`src/rtl/ihr_pkg.sv`:
```
package ihr_pkg;
  localparam int ADDR_W      = 16;
  localparam int RESET_HOLD  = 3;
  localparam int WAKE_T      = 3;
  localparam int SYNC_STAGES = 2;
  localparam logic [ADDR_W-1:0] NMI_VEC = 16'h0066;
  localparam logic [ADDR_W-1:0] RST_VEC = 16'h0000;

  typedef enum logic [1:0] {
    CYC_FETCH   = 2'd0,
    CYC_IACK    = 2'd1,
    CYC_RESTART = 2'd2,
    CYC_NOP     = 2'd3
  } cyc_kind_e;

  typedef enum logic [1:0] {
    PH_RESET = 2'd0,
    PH_WAKE  = 2'd1,
    PH_RUN   = 2'd2
  } phase_e;
endpackage

```
`src/rtl/ihr_reset_seq.sv`:
```
module ihr_reset_seq
  import ihr_pkg::*;
#(
  parameter int HOLD = RESET_HOLD,
  parameter int WAKE = WAKE_T
) (
  input  logic clk,
  input  logic reset_in,
  output logic in_reset,
  output logic run,
  output logic go
);
  localparam int HW = (HOLD > 1) ? $clog2(HOLD) : 1;
  localparam int WW = (WAKE > 1) ? $clog2(WAKE) : 1;
  localparam logic [HW-1:0] HOLD_LAST = HW'(HOLD - 1);
  localparam logic [WW-1:0] WAKE_LAST = WW'(WAKE - 1);

  logic [HW-1:0] hold_cnt;
  logic [WW-1:0] wake_cnt;
  phase_e        phase;

  // hold counter: saturates one below the accept count
  always_ff @(posedge clk) begin
    if (!reset_in)
      hold_cnt <= '0;
    else if (hold_cnt != HOLD_LAST)
      hold_cnt <= hold_cnt + 1'b1;
  end

  always_ff @(posedge clk) begin
    if (reset_in && hold_cnt == HOLD_LAST) begin
      phase    <= PH_RESET;
      wake_cnt <= '0;
    end else begin
      case (phase)
        PH_RESET: if (!reset_in) begin
          phase    <= PH_WAKE;
          wake_cnt <= '0;
        end
        PH_WAKE: begin
          if (wake_cnt == WAKE_LAST) phase <= PH_RUN;
          else                       wake_cnt <= wake_cnt + 1'b1;
        end
        default: phase <= PH_RUN;
      endcase
    end
  end

  assign in_reset = (phase == PH_RESET);
  assign run      = (phase == PH_RUN);
  assign go       = (phase == PH_WAKE) && (wake_cnt == WAKE_LAST) &&
                    !(reset_in && hold_cnt == HOLD_LAST);
endmodule

```
`src/rtl/ihr_nmi_latch.sv`:
```
module ihr_nmi_latch
  import ihr_pkg::*;
#(
  parameter int STAGES = SYNC_STAGES
) (
  input  logic clk,
  input  logic nmi_n,
  input  logic clr,
  output logic pending
);
  logic [STAGES-1:0] sync_q;
  logic              last_q;
  logic              fell;

  generate
    if (STAGES == 1) begin : g_one
      always_ff @(posedge clk) sync_q <= nmi_n;
    end else begin : g_chain
      always_ff @(posedge clk) sync_q <= {sync_q[STAGES-2:0], nmi_n};
    end
  endgenerate

  always_ff @(posedge clk) last_q <= sync_q[STAGES-1];

  assign fell = last_q && !sync_q[STAGES-1];

  always_ff @(posedge clk) begin
    if (clr)       pending <= 1'b0;
    else if (fell) pending <= 1'b1;
  end
endmodule

```
`src/rtl/ihr_arbiter.sv`:
```
module ihr_arbiter
  import ihr_pkg::*;
#(
  parameter int AW = ADDR_W
) (
  input  logic          clk,
  input  logic          run,
  input  logic          go,
  input  logic          last_t,
  input  logic          int_req,
  input  logic          ie_flag,
  input  logic          halt_dec,
  input  logic          nmi_pend,
  input  logic [AW-1:0] pc_next,
  output logic          nmi_take,
  output cyc_kind_e     kind,
  output logic          force_en,
  output logic [AW-1:0] force_pc,
  output logic [AW-1:0] ret_addr,
  output logic          ie_clr,
  output logic          halt_q
);
  logic [AW-1:0] halt_ret;
  logic          boundary;
  logic          int_take;
  logic [AW-1:0] resume_pc;

  assign boundary  = run && last_t;
  assign nmi_take  = boundary && nmi_pend;
  assign int_take  = boundary && !nmi_pend && int_req && ie_flag;
  assign resume_pc = halt_q ? halt_ret : pc_next;

  always_ff @(posedge clk) begin
    force_en <= 1'b0;
    ie_clr   <= 1'b0;
    if (go) begin
      kind     <= CYC_FETCH;
      force_en <= 1'b1;
      force_pc <= RST_VEC;
      halt_q   <= 1'b0;
      ret_addr <= RST_VEC;
      halt_ret <= RST_VEC;
    end else if (!run) begin
      kind     <= CYC_FETCH;
      halt_q   <= 1'b0;
      force_pc <= RST_VEC;
      ret_addr <= RST_VEC;
      halt_ret <= RST_VEC;
    end else if (boundary) begin
      if (nmi_take) begin
        kind     <= CYC_RESTART;
        force_en <= 1'b1;
        force_pc <= NMI_VEC;
        ie_clr   <= 1'b1;
        halt_q   <= 1'b0;
        ret_addr <= resume_pc;
      end else if (int_take) begin
        kind     <= CYC_IACK;
        ie_clr   <= 1'b1;
        halt_q   <= 1'b0;
        ret_addr <= resume_pc;
      end else if (halt_q) begin
        kind     <= CYC_NOP;
      end else if (halt_dec) begin
        kind     <= CYC_NOP;
        halt_q   <= 1'b1;
        halt_ret <= pc_next;
      end else begin
        kind     <= CYC_FETCH;
      end
    end
  end
endmodule

```
`src/rtl/ihr_ctrl.sv`:
```
module ihr_ctrl
  import ihr_pkg::*;
#(
  parameter int AW = ADDR_W
) (
  input  logic          clk,
  input  logic          reset_in,
  input  logic          nmi_n,
  input  logic          int_req,
  input  logic          last_t,
  input  logic          halt_dec,
  input  logic          ie_flag,
  input  logic [AW-1:0] pc_next,
  output logic [1:0]    cycle_req,
  output logic          force_en,
  output logic [AW-1:0] force_pc,
  output logic [AW-1:0] ret_addr,
  output logic          ie_clr,
  output logic          halt_o,
  output logic          core_en,
  output logic          bus_float
);
  logic      in_reset, run, go, nmi_pend, nmi_take;
  cyc_kind_e kind;

  ihr_reset_seq #(.HOLD(RESET_HOLD), .WAKE(WAKE_T)) u_seq (
    .clk(clk), .reset_in(reset_in), .in_reset(in_reset), .run(run), .go(go)
  );

  ihr_nmi_latch #(.STAGES(SYNC_STAGES)) u_nmi (
    .clk(clk), .nmi_n(nmi_n), .clr(nmi_take || in_reset), .pending(nmi_pend)
  );

  ihr_arbiter #(.AW(AW)) u_arb (
    .clk(clk), .run(run), .go(go), .last_t(last_t), .int_req(int_req),
    .ie_flag(ie_flag), .halt_dec(halt_dec), .nmi_pend(nmi_pend),
    .pc_next(pc_next), .nmi_take(nmi_take), .kind(kind),
    .force_en(force_en), .force_pc(force_pc), .ret_addr(ret_addr),
    .ie_clr(ie_clr), .halt_q(halt_o)
  );

  assign cycle_req = kind;
  assign core_en   = run;
  assign bus_float = in_reset;
endmodule

```
`config.mk`:
```
export PLATFORM = sky130hd
export DESIGN_NAME = ihr_ctrl
export DESIGN_NICKNAME = d
export VERILOG_FILES = /design/src/rtl/ihr_pkg.sv /design/src/rtl/ihr_reset_seq.sv /design/src/rtl/ihr_nmi_latch.sv /design/src/rtl/ihr_arbiter.sv /design/src/rtl/ihr_ctrl.sv
export SDC_FILE = /design/constraint.sdc
export NUM_CORES = 1
export LEC_CHECK = 0
export BUFFER_PORTS_ARGS = -buffer_cell sky130_fd_sc_hd__buf_4
export CORE_AREA = 2 2 72 74
export CTS_BUF_LIST = sky130_fd_sc_hd__clkbuf_16
export DETAILED_ROUTE_END_ITERATION = 16
export DIE_AREA = 0 0 74 76
export PLACE_DENSITY = 0.82
export SYNTH_ARGS = -nofsm -noshare
export SYNTH_HDL_FRONTEND = slang
export SYNTH_SLANG_ARGS = --single-unit
export TNS_END_PERCENT = 5
```
`constraint.sdc`:
```
create_clock -name clk -period 1.3 [get_ports clk]
set_input_delay 0.39 -clock clk [delete_from_list [all_inputs] [get_ports clk]]
set_output_delay 0.39 -clock clk [all_outputs]
set_load 0.1 [all_outputs]
```
==> impl_metrics.csv, run 1 <==
group,metric,value,unit
setup_path,critPathMaxFanout,3,
setup_path,critPathMaxStageDelay,0.32,ns
timing,skew,0.003568,ns
yosys,synth-xor-area-share,0.4101,%
floorplan,fp.dieW,74,um
setup_path,worst_ep_required_time,0.91,ns
power_and_ir_drop,swShare,44.65,%
global_route,antenna_found_initial,0,
clock_tree,clk_latency,0.28,ns
yosys,yosys.area_share.adder,1.172,%
floorplan,die_h,76,um
yosys,synthesis.area,2136,um^2
floorplan,fp.coreArea,4912,um^2
power_and_ir_drop,power_density,2293,nW/um^2
timing,slew_viol_final,0,
placement,gp_routability_congestion,0.8024,
detailed_routing,via_per_inst,4.925,
setup_path,cp_cell_sequence,"nand2b_4, inv_6, buf_12",
outcome,violations,"negative setup slack",
power_and_ir_drop,clockPowerShare,19.7,%
floorplan,dieArea,5624,um^2
clock_tree,cts_buffers,5,
yosys,synth_compound_gate_area_share,14.29,%
yosys,ys_types,36,
clock_tree,cts-htree-levels,2,
detailed_routing,drtPass1Iterations,4,
global_route,track_usage,16.84,%
power_and_ir_drop,p_seq_share,29.1,%
power_and_ir_drop,peakVddDrop,1531,uV
setup_path,critical_path_class,"flip-flop to output pin",
detailed_routing,drt-total-wl,4729,um
placement,placement.cell_area,2608,um^2
yosys,synth_seq_area_share,44.99,%
detailed_routing,antenna_left,0,
power_and_ir_drop,p_switching,3001,uW
yosys,synth_top_family_by_area,"multiplexers",
clock_tree,clock_path_buffers,2,
cells_and_area,layout_common_cells,"buf_4 (45), dfxtp_1 (43), mux2i_1 (32), a21oi_1 (23), buf_6 (21)",
detailed_routing,num_vias,1763,
yosys,synth_mux_area_share,15.00,%
cells_and_area,mostFrequentLayoutCell,"buf_4",
timing,fin_ws,-0.08892,ns
worst_hold_path,min_path_type,"input pin to flip-flop",
setup_path,cp_top_family,"flip-flops",
power_and_ir_drop,p_leak,0.001275,uW
timing,whs,0.2094,ns
clock_tree,clock-root-buffer,"clkbuf_16",
detailed_routing,drc,0,
global_route,gr-total-overflow,0,
floorplan,fp-row-count,26,
setup_path,cp-end-kind,"output pin",
setup_path,cp.arrival,1.00,ns
cells_and_area,final_cell_area,2932,um^2
setup_path,start_kind,"flip-flop",
cells_and_area,antenna_cells,0,
yosys,netlist_instances,228,
global_route,grt_pass1_vias,1651,
timing,setup_viol,3,
global_route,grt_max_degree,20,
timing,rsz0062_at_grt,"true",
yosys,syn-mean-instance-area,9.368,um^2
timing,finalSetupTns,-0.2191,ns
cells_and_area,nets,312,
timing,fmax,0.7200,GHz
cells_and_area,synthToLayoutAreaGrowth,37.26,%
floorplan,ioPinCount,62,
timing,layout_min_cycle_time,1.389,ns
global_route,grt_pass1_wl,7590,um
setup_path,crit_slowest_cell,"dfxtp_2",
placement,io_buffers,49,
run,drv_cap,0,
floorplan,start_util,43.48,%
detailed_routing,first_iter_violations,65,
yosys,synth_warnings,0,
power_and_ir_drop,p_int,3720,uW
power_and_ir_drop,comb_power_share,51.2,%
setup_path,path_buf_inv,2,
clock_tree,clkTransAtPathRegs,0.06,ns
detailed_routing,routedWlPerCell,13.21,um
clock_tree,tritoncts,"yes",
timing,finalHoldViolations,0,
yosys,synthSimpleGateAreaFrac,12.48,%
clock_tree,cts.sinks,48,
clock_tree,ctsHoldBuffers,0,
cells_and_area,drive_gt1_share,32.29,%
outcome,status,"finished, violations left",
placement,hpwl,3205,um
yosys,synth-seq-cells,48,
timing,fin_crit_sh,106.8,%
## sequential cells by signal, summed over array words and instances, names as in the netlist
name            count
u_arb.force_pc      1
u_seq.phase         2
u_arb.ret_addr     16
u_seq.hold_cnt      2
u_arb.halt_q        1
u_arb.kind          2
u_arb.halt_ret     16
u_nmi.pending       1
u_arb.force_en      1
u_seq.wake_cnt      2
u_arb.ie_clr        1
u_nmi.last_q        1
u_nmi.sync_q        2
## area by class of cell
class	instances	area (um^2)
inverter	6	27.53
timing repair buffer	72	689.4
clock inverter	2	7.507
tap	70	87.58
fill	415	1981
multi-input combinational	154	994.7
sequential	48	974.7
clock buffer	6	150.1
## cell usage after synthesis, drive strengths merged
master    n  area [um^2]
dfxtp    48        960.9
clkbuf    3        12.51
xnor2     1        8.760
mux2i    32        320.3
a32oi     1        8.760
or4b      1        10.01
nand3b    2        15.01
o31ai     1        7.510
and2      2        12.51
a21boi    1        7.510
o21ai    19        95.09
a21o      1        15.01
o22ai     1        6.260
o221a     1        11.26
nor2b     1        6.260
nor2      5        18.77
buf      28        210.2
nor3b     1        7.510
inv       6        22.52
ha        2        25.02
nand3    19        100.1
a21oi    24        123.9
and3b     1        8.760
nand2b    2        12.51
a2bb2oi   1        8.760
a211oi    2        15.01
a31oi     1        6.260
conb      1        3.750
nand2    20        75.07
## worst paths after layout
path | to | slack [ns] | startpoint | cells past startpoint
max | core_en | -0.09 | u_seq.phase[0]$_SDFFE_PP0P_ | 3
min | u_nmi.sync_q[0]$_DFF_P_ | 0.21 | nmi_n | 1
max reg2reg | u_seq.wake_cnt[1]$_SDFFE_PP0P_ | -0.05 | u_seq.wake_cnt[0]$_SDFFE_PP0P_ | 4
min reg2reg | u_nmi.sync_q[1]$_DFF_P_ | 0.33 | u_nmi.sync_q[0]$_DFF_P_ | 0
## logic make-up (layout without fill, tap and decap cells)
logic type | after synthesis | after routing
buffers and inverters | 37 | 86
other | 1 | 12
XOR/XNOR | 1 | 1
multiplexers | 32 | 32
flip-flops | 48 | 48
AO/OA/AOI/OAI | 53 | 53
AND/OR/NAND/NOR | 54 | 54
adder cells (fa/ha/maj) | 2 | 2
## power by group through the flow
stage / logic [uW] / clock network [uW] / registers, uW
after floorplan: 1670 / 0 / 2690
final: 3440 / 1320 / 1950
after detailed placement: 3120 / 0 / 1920
after CTS: 3340 / 1350 / 1940
after global routing: 3630 / 1400 / 1990
after global placement: 3070 / 0 / 1910
## metal layers
metal	GRT usage (%)	up-vias	routed length, um
li1	-	885	-
met1	20.18	835	1973
met2	29.20	41	2557
met3	4.497	2	171
met4	4.364	0	27
met5	0	-	0
## worst register-to-register path, cell delays in order, from the launching register on
cell and delay (ns):
dfxtp_2 0.34, inv_1 0.05, ha_2 0.26, or4b_1 0.46
a32oi_1 0.17
## metrics by stage
step           setup slack (ns)  instances  total power, uW  util [%]
2_1_floorplan          -0.08102        239             4355         -
3_5_place_dp           -0.08339        348             5046     53.08
6_report               -0.08892        358             6721     59.68
3_3_place_gp           -0.05537        348             4987     53.08
5_1_grt                 -0.1166        358             7016     59.68
4_1_cts                 -0.1138        357             6628     58.07
## repair_timing
action | CTS | global route
gates resized for setup | 23 | 19
buffers inserted | 1 | 1
endpoints found under the setup margin | 40 | 33
endpoints found under the hold margin | 0 | 0
pin swaps | 1 | 1
(Power assumes the default switching activity.)
==> run 2: changes to the inputs <==
SLEW_MARGIN = 20   (was not set)
SYNTH_HIERARCHICAL = 1   (was not set)
==> impl_metrics.csv, run 2 <==
group,metric,value,unit
yosys,ys_top_cells_by_count,"dfxtp_1 (48), a21oi_1 (37), o21ai_0 (18)",
yosys,synth_warnings,6,
global_route,track_usage,19.62,%
yosys,synth_top_area_share,44.27,%
global_route,gr-total-overflow,0,
placement,hpwl,3374,um
yosys,synth_most_common_cell,"dfxtp_1",
yosys,synthesis.area,2171,um^2
timing,finalSetupTns,-5.016,ns
clock_tree,cts_buffers,5,
cells_and_area,drive_gt1_share,40.56,%
timing,finalHoldViolations,0,
timing,fin_ws,-0.1985,ns
yosys,synth-edff-count,0,
yosys,async_flop_share,0,%
clock_tree,cts-htree-levels,2,
clock_tree,clkTransAtPathRegs,0.06,ns
clock_tree,tritoncts,"yes",
power_and_ir_drop,power_density,2257,nW/um^2
yosys,ys.flop_type,"dfxtp_1",
worst_hold_path,min_path_cells,1,
power_and_ir_drop,p_leak,0.001173,uW
outcome,violations,"negative setup slack",
yosys,synth.area.top_cells,"dfxtp_1 (44%), a21oi_1 (8.5%), mux2i_1 (7.4%), buf_4 (5.9%), a211oi_2 (5.8%)",
detailed_routing,via_per_inst,5.486,
setup_path,start_kind,"flip-flop",
setup_path,reg2reg_from,"u_seq/phase[0]$_SDFFE_PP0P_",
outcome,status,"finished, violations left",
timing,fmax,0.6673,GHz
global_route,grt_max_degree,19,
cells_and_area,antenna_cells,0,
floorplan,fp-row-count,26,
clock_tree,clock_path_buffers,2,
clock_tree,clk_latency,0.29,ns
placement,io_buffers,49,
cells_and_area,layout_common_cells,"dfxtp_1 (42), buf_4 (39), a21oi_1 (33), buf_6 (21)",
setup_path,critPathMaxFanout,16,
floorplan,die_h,76,um
timing,fin_crit_sh,115.3,%
global_route,grt_pass1_wl,8687,um
clock_tree,clock-root-buffer,"clkbuf_16",
setup_path,worst_ep_required_time,1.47,ns
worst_hold_path,min_path_type,"input pin to flip-flop",
yosys,netlist_instances,227,
detailed_routing,dr_wl_met3,418,um
detailed_routing,drt-total-wl,5826,um
timing,slew_viol_final,0,
detailed_routing,dr_wl_met2,2953,um
global_route,grt_pass1_vias,1862,
detailed_routing,first_iter_violations,193,
clock_tree,ctsHoldBuffers,0,
worst_hold_path,hp-start,"nmi_n",
setup_path,rrSetupSlack,-0.20,ns
cells_and_area,top_regs,"u_arb/halt_ret: 16 flops, u_arb/ret_addr: 16 flops",
timing,rsz0062_at_grt,"true",
detailed_routing,drtPass1Iterations,5,
detailed_routing,routedWlPerCell,16.37,um
setup_path,cp.arrival,1.67,ns
setup_path,reg2reg_to,"u_arb/halt_ret[3]$_SDFFE_PP0P_",
yosys,ys_types,40,
floorplan,fp.dieW,74,um
floorplan,dieArea,5624,um^2
detailed_routing,wl_met1,2347,um
detailed_routing,drc,0,
yosys,synth-seq-cells,48,
floorplan,fp.coreArea,4912,um^2
yosys,synth_seq_area_share,44.27,%
detailed_routing,num_vias,1953,
run,drv_cap,0,
worst_hold_path,worstHoldEndpoint,"u_nmi/sync_q[0]$_DFF_P_",
setup_path,critical_path_class,"flip-flop to flip-flop",
cells_and_area,synthToLayoutAreaGrowth,43.05,%
yosys,synth_top_area_cell,"dfxtp_1",
placement,placement.cell_area,2655,um^2
setup_path,cp-end-kind,"flip-flop",
floorplan,ioPinCount,62,
cells_and_area,final_cell_area,3105,um^2
setup_path,rr_worst_depth,6,
clock_tree,cts.sinks,48,
placement,gp_routability_congestion,0.7751,
cells_and_area,num-fill-cells,351,
yosys,syn-mean-instance-area,9.563,um^2
global_route,antenna_found_initial,0,
detailed_routing,antenna_left,0,
cells_and_area,nets,310,
floorplan,start_util,44.19,%
timing,layout_min_cycle_time,1.499,ns
timing,setup_viol,43,
cells_and_area,mostFrequentLayoutCell,"dfxtp_1",
power_and_ir_drop,peakVddDrop,1461,uV
timing,skew,0.008440,ns
detailed_routing,highest_layer,"met4",
[run 2: cell count changes after synthesis, moves of 4 or more]
cell	previous run	this run
a211oi_2	0	10
a21oi_1	23	37
a211oi_1	2	8
buf_2	8	4
nand2_1	20	4
mux2i_1	32	16
[run 2: metrics by stage]
step	hold WS (ns)	instances	utilization, %	total power (uW)	worst slack (ns)
floorplan	0.3096	238	-	4034	-0.4014
global placement	0.3164	345	54.05	4704	-0.1587
detailed placement	0.3220	345	54.05	4763	-0.1687
CTS	0.1994	356	61.64	6856	-0.1493
global route	0.1982	356	63.22	7268	-0.2497
finish	0.2056	356	63.22	7010	-0.1985
[run 2: kinds of logic (layout without fill, tap and decap cells)]
| kind of cell | count (synthesis) | count (layout) | synth area share, % |
|---|---|---|---|
| compound gates | 81 | 81 | 24.04 |
| xor+xnor | 1 | 1 | 0.4035 |
| fa+ha+maj | 2 | 2 | 1.153 |
| buf+inv | 36 | 84 | 10.84 |
| flops | 48 | 48 | 44.27 |
| mux | 16 | 16 | 7.377 |
| other cells | 1 | 12 | 0.1727 |
| simple gates | 42 | 42 | 11.76 |
[run 2: power by group]
group	internal (uW)	total, uW	switching (uW)
clock	1110	1670	558
combinational	1250	3500	2250
sequential	1690	1850	154
[run 2: layer usage]
| layer | track usage (%) | vias to the layer above |
|---|---|---|
| li1 | - | 915 |
| met1 | 25.17 | 926 |
| met2 | 30.71 | 100 |
| met3 | 4.894 | 12 |
| met4 | 8.727 | 0 |
| met5 | 0 | - |
[run 2: cell type report]
cell class | count | area (um^2) | area share (%)
Multi-Input combinational cell | 154 | 1079 | 34.73
Tap cell | 70 | 87.58 | 2.820
Sequential cell | 48 | 968.4 | 31.18
Inverter | 4 | 15.01 | 0.4835
Clock buffer | 5 | 125.1 | 4.029
Clock inverter | 3 | 68.82 | 2.216
Timing Repair Buffer | 72 | 762.0 | 24.54
[run 2: timing repair]
action	CTS	global route
cloned	1	0
endpoints found under the setup margin	59	52
buffers inserted	2	0
gates resized for setup	38	28
pin swaps	4	10
hold endpoints to repair	0	0
[run 2: critical path: stages, from the launching register on]
cell and delay, ns:
dfxtp_2 0.33, and2b_4 0.29, buf_6 0.11, nand4b_1 0.10
buf_4 0.22, o21ai_0 0.24, a21oi_1 0.10
[run 2: worst max path at each step]
stage / start / to / cells past startpoint
2_1_floorplan: u_seq/phase[0]$_SDFFE_PP0P_ / u_arb/ret_addr[10]$_SDFFE_PP0P_ / 7
3_3_place_gp: u_seq/hold_cnt[0]$_SDFFE_PN0P_ / u_arb/kind[0]$_SDFFE_PP0N_ / 7
3_5_place_dp: u_seq/hold_cnt[0]$_SDFFE_PN0P_ / u_arb/ret_addr[3]$_SDFFE_PP0P_ / 7
4_1_cts: u_seq/phase[0]$_SDFFE_PP0P_ / core_en / 2
5_1_grt: u_seq/phase[0]$_SDFFE_PP0P_ / u_arb/halt_ret[3]$_SDFFE_PP0P_ / 6
6_report: u_seq/phase[0]$_SDFFE_PP0P_ / u_arb/halt_ret[3]$_SDFFE_PP0P_ / 6
==> run 3: changes to the inputs <==
RECOVER_POWER = 100   (was not set)
==> impl_metrics.csv, run 3 (synthesis gave the netlist of run 2 again) <==
group,metric,value,unit
power_and_ir_drop,p_int,4051,uW
detailed_routing,antenna_left,0,
detailed_routing,drtPass1Iterations,4,
setup_path,rrSetupSlack,-0.21,ns
setup_path,cp_top_family,"simple AND/OR/NAND/NOR gates",
floorplan,die_h,76,um
floorplan,fp-row-count,26,
floorplan,ioPinCount,62,
worst_hold_path,min_path_type,"input pin to flip-flop",
setup_path,rr_worst_depth,6,
detailed_routing,via_per_inst,5.438,
timing,fin_crit_sh,116.1,%
setup_path,reg2reg_from,"u_seq/phase[0]$_SDFFE_PP0P_",
cells_and_area,antenna_cells,0,
detailed_routing,drc,0,
detailed_routing,drt-total-wl,5784,um
power_and_ir_drop,clockPowerShare,23.8,%
clock_tree,cts.sinks,48,
cells_and_area,mostFrequentLayoutCell,"dfxtp_1",
setup_path,crit_slowest_cell,"dfxtp_2",
clock_tree,clock_path_buffers,2,
placement,io_buffers,49,
timing,slew_viol_final,0,
setup_path,critPathMaxStageDelay,0.33,ns
floorplan,fp.coreArea,4912,um^2
placement,gp_routability_congestion,0.7751,
global_route,antenna_found_initial,0,
setup_path,cp-end-kind,"flip-flop",
timing,finalSetupTns,-5.177,ns
setup_path,startpoint,"u_seq/phase[0]$_SDFFE_PP0P_",
timing,setup_viol,43,
clock_tree,cts_buffers,5,
power_and_ir_drop,p_seq_share,26.4,%
cells_and_area,nets,310,
clock_tree,clkTransAtPathRegs,0.06,ns
detailed_routing,first_iter_violations,230,
cells_and_area,layout_common_cells,"dfxtp_1 (42), buf_4 (38), a21oi_1 (33), buf_6 (21)",
timing,skew,0.007490,ns
timing,fmax,0.6625,GHz
clock_tree,clock-root-buffer,"clkbuf_16",
cells_and_area,synthToLayoutAreaGrowth,43.05,%
worst_hold_path,worstHoldEndpoint,"u_nmi/sync_q[0]$_DFF_P_",
timing,rsz0062_at_grt,"true",
placement,dp_slack,-0.1687,ns
clock_tree,clk_latency,0.29,ns
setup_path,cp.arrival,1.68,ns
setup_path,critPathMaxFanout,16,
outcome,status,"finished, violations left",
setup_path,worst_ep_required_time,1.47,ns
setup_path,cp_cell_sequence,"and2b_4, buf_6, nand4b_1, buf_4, o21ai_0, a21oi_1",
setup_path,critical_path_class,"flip-flop to flip-flop",
worst_hold_path,hp-start,"nmi_n",
floorplan,dieArea,5624,um^2
clock_tree,tritoncts,"yes",
detailed_routing,num_vias,1936,
global_route,grt_max_degree,19,
cells_and_area,drive_gt1_share,40.56,%
run,drv_cap,0,
clock_tree,ctsHoldBuffers,0,
timing,finalHoldViolations,0,
global_route,gr-total-overflow,0,
timing,fin_ws,-0.2093,ns
outcome,violations,"negative setup slack",
floorplan,start_util,44.19,%
detailed_routing,routedWlPerCell,16.25,um
cells_and_area,top_regs,"u_arb/halt_ret: 16 flops, u_arb/ret_addr: 16 flops",
placement,hpwl,3374,um
setup_path,reg2reg_to,"u_arb/halt_ret[3]$_SDFFE_PP0P_",
setup_path,start_kind,"flip-flop",
worst_hold_path,min_path_cells,1,
setup_path,path_buf_inv,2,
cells_and_area,num-fill-cells,351,
global_route,grt_pass1_vias,1862,
power_and_ir_drop,swShare,42.21,%
power_and_ir_drop,p_leak,0.001173,uW
floorplan,fp.dieW,74,um
power_and_ir_drop,peakVddDrop,1458,uV
power_and_ir_drop,p_switching,2959,uW
timing,layout_min_cycle_time,1.509,ns
global_route,grt_pass1_wl,8687,um
cells_and_area,final_cell_area,3105,um^2
power_and_ir_drop,power_density,2257,nW/um^2
clock_tree,cts-htree-levels,2,
power_and_ir_drop,comb_power_share,49.8,%
placement,placement.cell_area,2655,um^2
global_route,track_usage,19.62,%
## run 3: per-stage QoR
step | cells | power, uW | hold slack [ns] | util [%]
6_report | 356 | 7010 | 0.2237 | 63.22
5_1_grt | 356 | 7268 | 0.2207 | 63.22
4_1_cts | 356 | 6856 | 0.1994 | 61.64
3_5_place_dp | 345 | 4763 | 0.3220 | 54.05
3_3_place_gp | 345 | 4704 | 0.3164 | 54.05
2_1_floorplan | 238 | 4034 | 0.3096 | -
## run 3: power by group through the flow
stage	clock network [uW]	logic, uW	registers, uW
after floorplan	0	1590	2440
after global placement	0	2870	1830
after detailed placement	0	2920	1840
after CTS	1690	3340	1830
after global routing	1740	3650	1880
final	1670	3490	1850
## run 3: metal layers
| metal | part of all wire, % | vias up | global-route usage, % |
|---|---|---|---|
| met4 | 2.2 | 0 | 8.727 |
| met5 | 0 | - | 0 |
| li1 | - | 911 | - |
| met3 | 6.5 | 14 | 4.894 |
| met1 | 41 | 926 | 25.17 |
| met2 | 50 | 85 | 30.71 |
## run 3: repair_timing
item	CTS	global route
setup endpoints to repair	59	52
gates resized for setup	38	28
gates cloned	1	0
pin swaps	4	10
setup buffers	2	0
## run 3: area by class of cell
type,instances,area (um^2),area share [%]
multi-input cells,154,1079,34.73
inverters,4,15.01,0.4835
flip-flops and latches,48,968.4,31.18
clock buffers,5,125.1,4.029
repair buffers,72,762.0,24.54
clock inverters,3,68.82,2.216
well taps,70,87.58,2.820
## run 3: worst max path at each step
stage	slack, ns	cells past startpoint	endpoint
4_1_cts	-0.15	2	core_en
6_report	-0.21	6	u_arb/halt_ret[3]$_SDFFE_PP0P_
3_5_place_dp	-0.17	7	u_arb/ret_addr[3]$_SDFFE_PP0P_
3_3_place_gp	-0.16	7	u_arb/kind[0]$_SDFFE_PP0N_
5_1_grt	-0.25	6	u_arb/halt_ret[3]$_SDFFE_PP0P_
2_1_floorplan	-0.40	7	u_arb/ret_addr[10]$_SDFFE_PP0P_
